`config.mk`:
```
export PLATFORM = sky130hd
export DESIGN_NAME = cmpgate_timer
export DESIGN_NICKNAME = d
export VERILOG_FILES = /design/src/rtl/cgt_pkg.sv /design/src/rtl/cgt_prescaler.sv /design/src/rtl/cgt_gate_sync.sv /design/src/rtl/cgt_core.sv /design/src/rtl/cmpgate_timer.sv
export SDC_FILE = /design/constraint.sdc
export NUM_CORES = 1
export LEC_CHECK = 0
export CAP_MARGIN = 25
export CORE_MARGIN = 2
export CORE_UTILIZATION = 50
export DETAILED_ROUTE_END_ITERATION = 10
export PLACE_DENSITY = 0.85
export SYNTH_ARGS = -nofsm -noshare
export SYNTH_HDL_FRONTEND = slang
export SYNTH_SLANG_ARGS = --single-unit
```
`constraint.sdc`:
```
create_clock -name clk -period 2.9 [get_ports clk]
set_input_delay 0.58 -clock clk [delete_from_list [all_inputs] [get_ports clk]]
set_output_delay 0.58 -clock clk [all_outputs]
set_load 0.01 [all_outputs]
```
`src/rtl/cgt_pkg.sv`:
```
package cgt_pkg;
  localparam int CNT_W = 16;
  localparam int EXP_W = 3;
  localparam int ADR_W = 3;

  localparam logic [ADR_W-1:0] A_CNT_HI = 3'd0;
  localparam logic [ADR_W-1:0] A_CNT_LO = 3'd1;
  localparam logic [ADR_W-1:0] A_MAT_HI = 3'd2;
  localparam logic [ADR_W-1:0] A_MAT_LO = 3'd3;
  localparam logic [ADR_W-1:0] A_SETUP  = 3'd4;
  localparam logic [ADR_W-1:0] A_CTRL   = 3'd5;
  localparam logic [ADR_W-1:0] A_STAT   = 3'd6;

  typedef enum logic {MODE_CMP = 1'b0, MODE_GATE = 1'b1} tmode_e;

  typedef struct packed {
    logic [1:0]       src;
    logic             lvl;
    logic [EXP_W-1:0] exp;
  } setup_t;

  typedef struct packed {
    logic   oe;
    logic   pol;
    tmode_e mode;
    logic   run;
  } ctrl_t;
endpackage

```
`src/rtl/cgt_prescaler.sv`:
```
module cgt_prescaler #(
  parameter int EXP_W = 3
) (
  input  logic             clk,
  input  logic             rst_n,
  input  logic             run,
  input  logic [EXP_W-1:0] exp,
  output logic             tick
);
  localparam int DIV_W = (1 << EXP_W) - 1;

  logic [DIV_W-1:0] div_q;
  logic [DIV_W-1:0] mask;

  for (genvar i = 0; i < DIV_W; i++) begin : g_mask
    assign mask[i] = (exp > EXP_W'(i));
  end

  assign tick = run && ((div_q & mask) == mask);

  always_ff @(posedge clk) begin
    if (!rst_n || !run) div_q <= '0;
    else                div_q <= div_q + 1'b1;
  end

  assert_tick_spacing_R4: assert property (@(posedge clk) disable iff (!rst_n)
    (tick && exp != '0) |=> !tick);
endmodule

```
`src/rtl/cgt_gate_sync.sv`:
```
module cgt_gate_sync (
  input  logic clk,
  input  logic rst_n,
  input  logic gate_in,
  input  logic pol,
  output logic active,
  output logic fall
);
  logic s1_q, s2_q, s3_q;

  always_ff @(posedge clk) begin
    if (!rst_n) begin
      s1_q <= 1'b0;
      s2_q <= 1'b0;
      s3_q <= 1'b0;
    end else begin
      s1_q <= gate_in;
      s2_q <= s1_q;
      s3_q <= s2_q;
    end
  end

  assign active = (s2_q == pol);
  assign fall   = (s3_q == pol) && (s2_q != pol);
endmodule

```
`src/rtl/cgt_core.sv`:
```
module cgt_core
  import cgt_pkg::*;
#(
  parameter int W = 16
) (
  input  logic         clk,
  input  logic         rst_n,
  input  logic         run,
  input  tmode_e       mode,
  input  logic         tick,
  input  logic         gate_act,
  input  logic         gate_fall,
  input  logic         oe,
  input  logic [1:0]   src,
  input  logic [W-1:0] match,
  input  logic         wr_hi,
  input  logic         wr_lo,
  input  logic [7:0]   wr_byte,
  input  logic         lvl_load,
  input  logic         lvl_val,
  output logic [W-1:0] cnt_q,
  output logic         out_q,
  output logic         irq_evt,
  output logic         irq_q
);
  logic hit, step, match_evt;

  assign hit       = (cnt_q == match);
  assign step      = tick && (mode == MODE_CMP || gate_act);
  assign match_evt = step && hit;

  always_comb begin
    if (mode == MODE_CMP) irq_evt = match_evt;
    else irq_evt = (src[1] && match_evt) || (src[0] && run && gate_fall);
  end

  always_ff @(posedge clk) begin
    if (!rst_n) begin
      cnt_q <= '0;
    end else if (wr_hi || wr_lo) begin
      if (wr_hi) cnt_q[W-1:8] <= wr_byte[W-9:0];
      if (wr_lo) cnt_q[7:0]   <= wr_byte;
    end else if (step) begin
      if (mode == MODE_GATE && hit) cnt_q <= W'(1);
      else                          cnt_q <= cnt_q + 1'b1;
    end
  end

  always_ff @(posedge clk) begin
    if (!rst_n) begin
      out_q <= 1'b0;
      irq_q <= 1'b0;
    end else begin
      irq_q <= irq_evt;
      if (lvl_load)             out_q <= lvl_val;
      else if (match_evt && oe) out_q <= ~out_q;
    end
  end

  assert_wrap_R7: assert property (@(posedge clk) disable iff (!rst_n)
    (step && cnt_q == '1 && !(mode == MODE_GATE && hit)) |=> cnt_q == '0);
  assert_restart_R9: assert property (@(posedge clk) disable iff (!rst_n)
    (step && mode == MODE_GATE && hit) |=> cnt_q == W'(1));
  assert_gate_hold_R8: assert property (@(posedge clk) disable iff (!rst_n)
    (run && mode == MODE_GATE && !gate_act) |=> $stable(cnt_q));
  assert_toggle_R6: assert property (@(posedge clk) disable iff (!rst_n)
    (match_evt && oe && !lvl_load) |=> out_q != $past(out_q));
  assert_pass_match_R5: assert property (@(posedge clk) disable iff (!rst_n)
    (match_evt && mode == MODE_CMP) |=> (irq_q && cnt_q == $past(cnt_q) + 1'b1));
endmodule

```
`src/rtl/cmpgate_timer.sv`:
```
module cmpgate_timer
  import cgt_pkg::*;
(
  input  logic        clk,
  input  logic        rst_n,
  input  logic        wr_en,
  input  logic [2:0]  wr_addr,
  input  logic [7:0]  wr_data,
  input  logic        gate_in,
  output logic        tmr_out,
  output logic        irq_pulse,
  output logic        irq_flag,
  output logic [15:0] count_q,
  output logic [15:0] reload_q
);
  setup_t setup_q;
  ctrl_t  ctrl_q;
  logic   cfg_ok;
  logic   wr_cnt_hi, wr_cnt_lo, wr_mat_hi, wr_mat_lo, wr_setup, wr_ctrl, wr_stat;
  logic   tick, gate_act, gate_fall, irq_evt;

  assign cfg_ok = wr_en && !ctrl_q.run;

  always_comb begin
    wr_cnt_hi = cfg_ok && wr_addr == A_CNT_HI;
    wr_cnt_lo = cfg_ok && wr_addr == A_CNT_LO;
    wr_mat_hi = cfg_ok && wr_addr == A_MAT_HI;
    wr_mat_lo = cfg_ok && wr_addr == A_MAT_LO;
    wr_setup  = cfg_ok && wr_addr == A_SETUP;
    wr_ctrl   = wr_en  && wr_addr == A_CTRL;
    wr_stat   = wr_en  && wr_addr == A_STAT;
  end

  always_ff @(posedge clk) begin
    if (!rst_n) begin
      reload_q <= '0;
      setup_q  <= '0;
      ctrl_q   <= '0;
      irq_flag <= 1'b0;
    end else begin
      if (wr_mat_hi) reload_q[CNT_W-1:8] <= wr_data;
      if (wr_mat_lo) reload_q[7:0]       <= wr_data;
      if (wr_setup)  setup_q <= setup_t'(wr_data[5:0]);
      if (wr_ctrl)   ctrl_q  <= ctrl_t'(wr_data[3:0]);
      if (irq_evt)                   irq_flag <= 1'b1;
      else if (wr_stat && wr_data[0]) irq_flag <= 1'b0;
    end
  end

  cgt_prescaler #(.EXP_W(EXP_W)) u_div (
    .clk(clk), .rst_n(rst_n), .run(ctrl_q.run), .exp(setup_q.exp), .tick(tick)
  );

  cgt_gate_sync u_gate (
    .clk(clk), .rst_n(rst_n), .gate_in(gate_in), .pol(ctrl_q.pol),
    .active(gate_act), .fall(gate_fall)
  );

  cgt_core #(.W(CNT_W)) u_core (
    .clk(clk), .rst_n(rst_n), .run(ctrl_q.run), .mode(ctrl_q.mode), .tick(tick),
    .gate_act(gate_act), .gate_fall(gate_fall), .oe(ctrl_q.oe), .src(setup_q.src),
    .match(reload_q), .wr_hi(wr_cnt_hi), .wr_lo(wr_cnt_lo), .wr_byte(wr_data),
    .lvl_load(wr_setup), .lvl_val(wr_data[3]), .cnt_q(count_q), .out_q(tmr_out),
    .irq_evt(irq_evt), .irq_q(irq_pulse)
  );

  assert_locked_R3: assert property (@(posedge clk) disable iff (!rst_n)
    ctrl_q.run |=> $stable(reload_q));
  assert_frozen_R12: assert property (@(posedge clk) disable iff (!rst_n)
    (!ctrl_q.run && !wr_cnt_hi && !wr_cnt_lo) |=> $stable(count_q));
  assert_sticky_R11: assert property (@(posedge clk) disable iff (!rst_n)
    irq_pulse |-> irq_flag);
endmodule

```
==> metrics.cfg <==
[outcome]
outcome=complete, no violations

[yosys]
synth_area_um2=2850
ys_ff_latch=54
netlist_instances=322
ys_types=63
synthArstFlopShare_pct=0
syn_avg_cell_area_um2=8.84
synth-edff-count=0
synth-main-ff-cell=dfxtp_1
ys_warn_count=0
ys_seq_area_share_pct=38.0
synth_nets=339

[die]
dieArea_um2=6310
die_x_um=79.4
start_util_pct=51.7
ioPinCount=50
num_rows=27
chipHeight_um=79.4
core_um2=5510

[clocking]
post-cts-setup-buffers=0
cts_tree=yes
clock_path_buffers=2
insertion_delay_ns=0.31
clock-sinks=54
clk_pin_slew_ns=0.10
htree_levels=2
cts_resized=0
cts_buffers=5
root_buffer=clkbuf_8
cts_hold_buf=0

[timing]
drv_slew=0
finalHoldViolations=0
setup_viol=0
setup_slack_ns=0.565
setup_tns_ns=0
worst_pin_slew_ns=0.630
finalCriticalPeriod_ns=2.33
fmax_ghz=0.428
slew_headroom_pct=57.9
period_share_pct=80.5
clock_skew_ns=0.00702
rsz0062_at_grt=false

[global_routing]
antenna_found_initial=0
grt_start_max_net_pins=34
grt_overflow_total=0
grt_pass1_wl_mm=12.6
grt_pass1_vias=2452
track_usage_pct=25.9

[setup_path]
required_ns=3.09
r2r-end=u_core.cnt_q[0]
start_kind=primary input
r2r_cells=6
arrival_ns=2.53
cp_max_fo=9
regToRegStartpoint=u_core.cnt_q[7]
cp-end-kind=register
rrSetupSlack_ns=0.71
critPathKind=primary input to register

[hold_path]
whs_path_depth=1
hp-start=u_gate.s1_q
hold_end=u_gate.s2_q
hp-class=register to register

[cells_and_area]
fill_cells=461
final_common_cell=dfxtp_1
n_antenna_cell=0
drive_gt1_share_pct=8.36
nNetsFinal=387
seq_area_um2=1080
syn2layout_area_growth_pct=23.5
most-common-layout-cells=dfxtp_1, clkdlybuf4s50_1, nor2_1, mux2i_1, a21oi_1
multiInputGateArea_um2=1690

[placement]
io_buffers=49
place.gp.congestion=0.943
dp_slack_ns=0.272
hpwlAfterDp_mm=5.80

[drt]
antenna_left=0
wl_mm=7.87
drc=0
firstDrtPassIters=7
wl_per_cell_um=17.8
drt_iter0_drc=233
drt-vias-per-instance=6.11
num_vias=2705

[run]
max_cap_violations=0

[pwr]
max-vdd-ir-drop_uv=207
leakage_nw=1.27
p_per_area_nw_per_um2=441
p_total_mw=1.55

## worst max path at each step
| stage | from | end | slack [ns] | depth (start not counted) |
|---|---|---|---|---|
| after CTS | wr_en | u_core.cnt_q[4] | 0.58 | 8 |
| after global routing | wr_en | u_core.cnt_q[6] | 0.45 | 8 |
| after global placement | wr_en | u_core.cnt_q[4] | 0.38 | 8 |
| after detailed placement | wr_en | u_core.cnt_q[4] | 0.27 | 8 |
| after floorplan | wr_addr[1] | u_core.cnt_q[0] | 0.79 | 8 |
| final | wr_en | u_core.cnt_q[4] | 0.57 | 8 |
## cells in the mapped netlist (3+ instances only)
cell type / number / area share, %
mux2i_1: 23 / 8.1
xnor2_1: 17 / 5.2
nand2_1: 15 / 2.0
o21ai_1: 8 / 1.4
nand2b_1: 5 / 1.1
clkbuf_1: 9 / 1.2
nand3b_1: 3 / 0.79
xor2_1: 6 / 1.8
a22oi_1: 5 / 1.3
and3_1: 7 / 1.5
o2bb2ai_1: 4 / 1.2
nand3_1: 12 / 2.1
nand4_1: 12 / 2.6
inv_1: 3 / 0.40
and2_1: 7 / 1.5
a21oi_1: 20 / 3.5
nor3_1: 3 / 0.53
dfxtp_1: 54 / 38
nor2_1: 44 / 5.8
o21ai_0: 7 / 1.2
## layout make-up
cell class / instances / share of cell area [%]
clock buffers: 6 / 2.06
clock inverters: 2 / 1.07
inverters: 3 / 0.320
multi-input cells: 252 / 48.2
flip-flops and latches: 54 / 30.8
well taps: 72 / 2.56
repair buffers: 54 / 15.0
## per-layer routing
metal | part of all wire (%) | vias up | track usage, %
met5 | 0 | - | 0
met1 | 43 | 1304 | 35.9
met2 | 47 | 114 | 41.4
met3 | 8.7 | 10 | 4.64
li1 | - | 1277 | -
met4 | 1.3 | 0 | 7.07
## through the flow
step / utilization [%] / instance area [µm²] / hold WS (ns) / std cells
2_1_floorplan: - / 2850 / 0.412 / 322
3_3_place_gp: 61.8 / 3400 / 0.421 / 435
3_5_place_dp: 61.8 / 3400 / 0.424 / 435
4_1_cts: 63.8 / 3510 / 0.446 / 443
5_1_grt: 63.8 / 3510 / 0.452 / 443
6_report: 63.8 / 3510 / 0.442 / 443
## state kept, by name, indices dropped and copies added (netlist names), 4 cells and up
register      flops
ctrl_q            4
reload_q         16
setup_q           5
u_core.cnt_q     16
u_div.div_q       7
## worst max-delay path: stages
cell,delay (ns)
clkdlybuf4s50_1,0.53
nor3b_2,0.32
nand2_2,0.12
buf_4,0.19
nand2_1,0.32
o21ai_2,0.11
o211ai_1,0.21
o2bb2ai_1,0.14
## report_power, final
part / switching, mW / internal (mW)
registers: 0.0361 / 0.764
clock network: 0.251 / 0.258
logic: 0.126 / 0.114
## kinds of logic after synthesis
group	share of synthesized area, %
compound gates	19.7
xor+xnor	7.08
fa+ha+maj	0.879
buf+inv	2.46
flops	38.0
mux	8.09
simple gates	23.8
(Power assumes the default switching activity.)
